[src/rtl/extint_pkg.sv]
package extint_pkg;
  localparam int ADDR_W = 5;
  localparam int DATA_W = 32;

  // word index = addr[4:2]; pending and software-trigger decode are behavioural
  typedef enum logic [2:0] {
    REG_IMASK  = 3'd0,
    REG_EMASK  = 3'd1,
    REG_RISE   = 3'd2,
    REG_FALL   = 3'd3,
    REG_SWTRIG = 3'd4,
    REG_PEND   = 3'd5
  } reg_idx_e;

  localparam int NUM_REGS = 6;
endpackage

[src/rtl/extint_sync.sv]
module extint_sync #(
  parameter int N_LINES = 23,
  parameter int STAGES  = 2
) (
  input  logic               clk_i,
  input  logic               rst_ni,
  input  logic [N_LINES-1:0] line_i,
  output logic [N_LINES-1:0] cur_o,
  output logic [N_LINES-1:0] prev_o
);
  logic [N_LINES-1:0] stg_q [STAGES];
  logic [N_LINES-1:0] prev_q;

  generate
    for (genvar s = 0; s < STAGES; s++) begin : g_stage
      if (s == 0) begin : g_first
        always_ff @(posedge clk_i or negedge rst_ni) begin
          if (!rst_ni) stg_q[s] <= '0;
          else         stg_q[s] <= line_i;
        end
      end else begin : g_next
        always_ff @(posedge clk_i or negedge rst_ni) begin
          if (!rst_ni) stg_q[s] <= '0;
          else         stg_q[s] <= stg_q[s-1];
        end
      end
    end
  endgenerate

  always_ff @(posedge clk_i or negedge rst_ni) begin
    if (!rst_ni) prev_q <= '0;
    else         prev_q <= stg_q[STAGES-1];
  end

  assign cur_o  = stg_q[STAGES-1];
  assign prev_o = prev_q;
endmodule

[src/rtl/extint_edge.sv]
module extint_edge #(
  parameter int N_LINES = 23
) (
  input  logic [N_LINES-1:0] cur_i,
  input  logic [N_LINES-1:0] prev_i,
  input  logic [N_LINES-1:0] rise_en_i,
  input  logic [N_LINES-1:0] fall_en_i,
  output logic [N_LINES-1:0] hw_trig_o
);
  generate
    for (genvar n = 0; n < N_LINES; n++) begin : g_line
      logic up, dn;
      assign up = cur_i[n] & ~prev_i[n];
      assign dn = ~cur_i[n] & prev_i[n];
      assign hw_trig_o[n] = (up & rise_en_i[n]) | (dn & fall_en_i[n]);
    end
  endgenerate
endmodule

[src/rtl/extint_regs.sv]
module extint_regs
  import extint_pkg::*;
#(
  parameter int N_LINES = 23
) (
  input  logic               clk_i,
  input  logic               rst_ni,
  input  logic               req_i,
  input  logic               we_i,
  input  logic [ADDR_W-1:0]  addr_i,
  input  logic [DATA_W-1:0]  wdata_i,
  input  logic [N_LINES-1:0] hw_trig_i,
  output logic [N_LINES-1:0] rise_en_o,
  output logic [N_LINES-1:0] fall_en_o,
  output logic [N_LINES-1:0] imask_o,
  output logic [N_LINES-1:0] pend_o,
  output logic [N_LINES-1:0] evt_o,
  output logic [DATA_W-1:0]  rdata_o
);
  logic [N_LINES-1:0] imask_q, emask_q, rise_q, fall_q, swr_q, pend_q, evt_q;
  logic [N_LINES-1:0] wd, sw_set, clr, trig;
  logic [2:0]         word_sel;
  logic               aligned, wr_en, rd_en;
  logic [NUM_REGS-1:0] wr_hit;
  logic [DATA_W-1:0]  rd_word;

  assign word_sel = addr_i[ADDR_W-1:2];
  assign aligned  = (addr_i[1:0] == 2'b00);
  assign wr_en    = req_i & we_i & aligned;
  assign rd_en    = req_i & ~we_i;
  assign wd       = wdata_i[N_LINES-1:0];

  generate
    if (N_LINES < DATA_W) begin : g_hi
      logic unused_wdata_hi;
      assign unused_wdata_hi = ^wdata_i[DATA_W-1:N_LINES];
    end
    for (genvar r = 0; r < NUM_REGS; r++) begin : g_hit
      assign wr_hit[r] = wr_en & (word_sel == 3'(r));
    end
  endgenerate

  // software trigger only lands on lines with some mask open
  assign sw_set = wr_hit[REG_SWTRIG] ? (wd & (imask_q | emask_q)) : '0;
  assign clr    = wr_hit[REG_PEND]   ? wd : '0;
  assign trig   = hw_trig_i | sw_set;

  always_ff @(posedge clk_i or negedge rst_ni) begin
    if (!rst_ni) begin
      imask_q <= '0;
      emask_q <= '0;
      rise_q  <= '0;
      fall_q  <= '0;
    end else begin
      if (wr_hit[REG_IMASK]) imask_q <= wd;
      if (wr_hit[REG_EMASK]) emask_q <= wd;
      if (wr_hit[REG_RISE])  rise_q  <= wd;
      if (wr_hit[REG_FALL])  fall_q  <= wd;
    end
  end

  // set beats clear
  always_ff @(posedge clk_i or negedge rst_ni) begin
    if (!rst_ni) begin
      pend_q <= '0;
      swr_q  <= '0;
      evt_q  <= '0;
    end else begin
      pend_q <= (pend_q & ~clr) | trig;
      swr_q  <= (swr_q & ~clr) | sw_set;
      evt_q  <= trig & emask_q;
    end
  end

  always_comb begin
    rd_word = '0;
    if (aligned) begin
      case (word_sel)
        REG_IMASK:  rd_word[N_LINES-1:0] = imask_q;
        REG_EMASK:  rd_word[N_LINES-1:0] = emask_q;
        REG_RISE:   rd_word[N_LINES-1:0] = rise_q;
        REG_FALL:   rd_word[N_LINES-1:0] = fall_q;
        REG_SWTRIG: rd_word[N_LINES-1:0] = swr_q;
        REG_PEND:   rd_word[N_LINES-1:0] = pend_q;
        default:    rd_word = '0;
      endcase
    end
  end

  always_ff @(posedge clk_i or negedge rst_ni) begin
    if (!rst_ni)    rdata_o <= '0;
    else if (rd_en) rdata_o <= rd_word;
  end

  assign rise_en_o = rise_q;
  assign fall_en_o = fall_q;
  assign imask_o   = imask_q;
  assign pend_o    = pend_q;
  assign evt_o     = evt_q;

  AST_PEND_SRC: assert property (@(posedge clk_i) disable iff (!rst_ni)
    ((pend_q & ~$past(pend_q) & ~$past(trig)) == '0));
  AST_PEND_CLR: assert property (@(posedge clk_i) disable iff (!rst_ni)
    (($past(pend_q) & ~pend_q & ~$past(clr)) == '0));
  AST_SET_WINS: assert property (@(posedge clk_i) disable iff (!rst_ni)
    (($past(trig) & ~pend_q) == '0));
  AST_SW_GATE: assert property (@(posedge clk_i) disable iff (!rst_ni)
    ((swr_q & ~$past(swr_q) & ~$past(imask_q | emask_q)) == '0));
  AST_EVT_MASK: assert property (@(posedge clk_i) disable iff (!rst_ni)
    ((evt_q & ~$past(emask_q)) == '0));
  AST_EVT_PEND: assert property (@(posedge clk_i) disable iff (!rst_ni)
    ((evt_q & ~pend_q) == '0));
endmodule

[src/rtl/extint_ctrl.sv]
module extint_ctrl
  import extint_pkg::*;
#(
  parameter int N_LINES = 23,
  parameter int SYNC_STAGES = 2
) (
  input  logic               clk_i,
  input  logic               rst_ni,
  input  logic [N_LINES-1:0] line_i,
  input  logic               req_i,
  input  logic               we_i,
  input  logic [ADDR_W-1:0]  addr_i,
  input  logic [DATA_W-1:0]  wdata_i,
  output logic [DATA_W-1:0]  rdata_o,
  output logic [N_LINES-1:0] irq_o,
  output logic [N_LINES-1:0] evt_o
);
  logic [N_LINES-1:0] cur, prev, rise_en, fall_en, hw_trig, imask, pend;

  extint_sync #(.N_LINES(N_LINES), .STAGES(SYNC_STAGES)) u_sync (
    .clk_i  (clk_i),
    .rst_ni (rst_ni),
    .line_i (line_i),
    .cur_o  (cur),
    .prev_o (prev)
  );

  extint_edge #(.N_LINES(N_LINES)) u_edge (
    .cur_i     (cur),
    .prev_i    (prev),
    .rise_en_i (rise_en),
    .fall_en_i (fall_en),
    .hw_trig_o (hw_trig)
  );

  extint_regs #(.N_LINES(N_LINES)) u_regs (
    .clk_i     (clk_i),
    .rst_ni    (rst_ni),
    .req_i     (req_i),
    .we_i      (we_i),
    .addr_i    (addr_i),
    .wdata_i   (wdata_i),
    .hw_trig_i (hw_trig),
    .rise_en_o (rise_en),
    .fall_en_o (fall_en),
    .imask_o   (imask),
    .pend_o    (pend),
    .evt_o     (evt_o),
    .rdata_o   (rdata_o)
  );

  assign irq_o = pend & imask;

  AST_IRQ_NEEDS_PEND: assert property (@(posedge clk_i) disable iff (!rst_ni)
    ((irq_o & ~pend) == '0));
endmodule

[config.mk]
export PLATFORM = sky130hd
export DESIGN_NAME = extint_ctrl
export DESIGN_NICKNAME = d
export VERILOG_FILES = /design/src/rtl/extint_pkg.sv /design/src/rtl/extint_sync.sv /design/src/rtl/extint_edge.sv /design/src/rtl/extint_regs.sv /design/src/rtl/extint_ctrl.sv
export SDC_FILE = /design/constraint.sdc
export NUM_CORES = 1
export LEC_CHECK = 0
export ABC_AREA = 1
export BUFFER_PORTS_ARGS = -buffer_cell sky130_fd_sc_hd__buf_4
export CAP_MARGIN = 10
export CORE_UTILIZATION = 45
export DETAILED_ROUTE_END_ITERATION = 16
export PLACE_DENSITY = 0.68
export SLEW_MARGIN = 20
export SYNTH_ARGS = -nofsm -noshare
export SYNTH_HDL_FRONTEND = slang
export SYNTH_SLANG_ARGS = --single-unit
[constraint.sdc]
create_clock -name clk_i -period 0.9 [get_ports clk_i]
set_input_delay 0.18 -clock clk_i [delete_from_list [all_inputs] [get_ports clk_i]]
set_output_delay 0.18 -clock clk_i [all_outputs]
set_load 0.1 [all_outputs]
==> impl_metrics.ini <==
[logic_synthesis]
synth_cells = 1227
synth_cell_types = 27
yosys_warnings = 0
synth.yosys.seq_area_share = 0.587
netlist.top_cell.by_area = dfrtp_1
post_synth_main_area_contributors = dfrtp_1 (59%), nand2_1 (12%), o21ai_0 (7.5%), nand4_1 (3.6%), nor2_1 (3.6%)
synth.top_cells.by_count = nand2_1 (348), dfrtp_1 (253), o21ai_0 (162)
synthMostInstantiatedCell = nand2_1
syn_area_per_cell_um2 = 8.78
mappedNetlistArea_mm2 = 0.0108
synthDominantCellAreaShare = 0.587
synth_ff_type = dfrtp_1
synth.ff_latch_count = 253
async_flop_share = 1.00
synth-edff-count = 0

[grt]
antenna_violations_before_repair = 1
grt_max_degree = 55
grt_first_pass_wirelength_um = 48700
first_global_vias = 9443
gr-usage-all-layers = 0.255
grt_remaining_overflow = 0

[sta]
timing.final.setup_violations = 153
period_needed_ns = 1.53
post-route-worst-setup-slack_ns = -0.626
timing.clock.skew_ns = 0.0145
final_max_slew_violation_count = 0
setup_tns_final_ns = -41.35
fmax_ghz = 0.655
grt_setup_unrepaired = yes
finalHoldViolCount = 0
fin_worst_hold_slack_ns = 0.0144
period_share = 1.70

[floorplan]
io-pin-count = 142
std_cell_rows = 56
fp.dieH_um = 157
die_area_mm2 = 0.0246
floorplan.initialDensity = 0.459
coreArea_mm2 = 0.0235
die_w_um = 157

[setup_path]
critPathRequiredTime_ns = 0.72
cp_max_fo = 2
worst-endpoint-arrival_ns = 1.35
critPathCaptureType = output pin
worst-setup-path-type = reg2out
rrSetupSlack_ns = -0.38
timing.critical_path.from_type = flip-flop

[run]
cap_viol_max_count = 0

[clock_network]
numClockSinks = 253
cts-buffers-inserted = 27
worst_skew_pair.late_latency_ns = 0.53
cts_tree = yes
clock_tree.buffer_depth = 3
clkTransAtPathRegs_ns = 0.06
htree_num_levels = 1
cts_root_buffer = clkbuf_16

[drt]
vias_after_detailed_routing = 9654
routed_via_density = 5.24
detailedRoute.firstPassIterationCount = 7
routedWlPerCell_um = 17.0
drt.antenna.violating_nets = 0
remaining_drc_errors = 0
wl_um = 31400
dr_iter_0_viols = 603

[cells_and_area]
fin_nets = 1568
stdcell_area_mm2 = 0.0160
area.growth.synth_to_final_pct = 48.0
drive_above_1_share = 0.348
antenna-diode-count = 0
layout.cells.non_filler = 1843
final_core_utilization = 0.680

[placement]
place.gp.congestion = 0.830
dp_cells = 1706
setup_slack_placement_ns = -0.445
postPlaceCellArea_mm2 = 0.0131
buffer_ports.inserted = 123
hpwl_um = 19100

[pwr]
power.static_leakage_nw = 7.46
worst_ir_drop_vdd_uv = 1260
power-per-cell-area_mw_per_mm2 = 2010
power_mw = 32.1

[outcome]
status = finished, violations left
failing_checks = setup timing

[worst_hold_path]
holdCritPathClass = in2reg
==> where the power goes <==
part / switching [mW] / internal, mW
Clock: 4.39 / 6.09
Combinational: 4.73 / 3.35
Sequential: 1.04 / 12.5
==> timing repair <==
action,CTS,global route
hold buffers,31,0
buffers inserted,46,28
endpoints found under the hold margin,287,0
resized for setup,226,133
endpoints found under the setup margin,139,162
pin swaps,73,86
==> registers in the layout (all words and copies together) (netlist names) <==
register / cells
u_sync.prev_o: 23
u_regs.imask_o: 23
u_sync.cur_o: 23
u_sync.stg_q: 23
u_regs.emask_q: 23
u_regs.rise_en_o: 23
u_regs.swr_q: 23
u_regs.fall_en_o: 23
u_regs.rdata_o: 23
u_regs.evt_o: 23
u_regs.pend_o: 23
==> cell type report <==
| cell class | instances | area [um^2] |
|---|---|---|
| clock buffer | 44 | 810 |
| multi-input combinational | 810 | 4290 |
| timing repair buffer | 309 | 3550 |
| tap | 319 | 399 |
| inverter | 103 | 507 |
| fill | 1747 | 7520 |
| sequential | 253 | 6370 |
| clock inverter | 5 | 25.0 |
==> final timing paths <==
check	to	cells past startpoint	startpoint
max	irq_o[12]	3	u_regs.pend_o[12]
min	u_regs.swr_q[14]	5	wdata_i[14]
max reg2reg	u_regs.rdata_o[12]	9	u_regs.pend_o[12]
min reg2reg	u_sync.cur_o[5]	0	u_sync.stg_q[28]
max in group asynchronous	u_regs.rdata_o[11]	3	rst_ni
min in group asynchronous	u_regs.pend_o[1]	2	rst_ni
==> cells by family after synthesis <==
| kind of cell | count (synthesis) | synth area share |
|---|---|---|
| and+or+nand+nor | 594 | 0.243 |
| DFF | 253 | 0.587 |
| AOI/OAI and AO/OA | 207 | 0.0996 |
| buffers and inverters | 172 | 0.0691 |
| other | 1 | 0.000348 |
==> critical path, stage by stage (launching register included) <==
cell and delay (ns):
dfrtp_1 0.44, nand2_2 0.11, clkinvlp_4 0.09, buf_8 0.17
==> routing by layer <==
layer / routed length, um / track usage
met1: 13100 / 0.343
met2: 15400 / 0.425
met3: 2040 / 0.0371
met4: 795 / 0.0836
met5: 13 / 0
==> placed cells by master (no fill, tap or decap), drive strengths merged <==
master       count
nand3           51
dfrtp          253
o21ai          177
conb             9
buf            278
inv             80
clkinv           5
clkinvlp        23
nand2          354
clkbuf          44
nor3             1
nand4           63
a21oi           30
nand3b          21
nor2           104
dlygate4sd3     31
No activity file was read; power rests on OpenSTA's default activity.
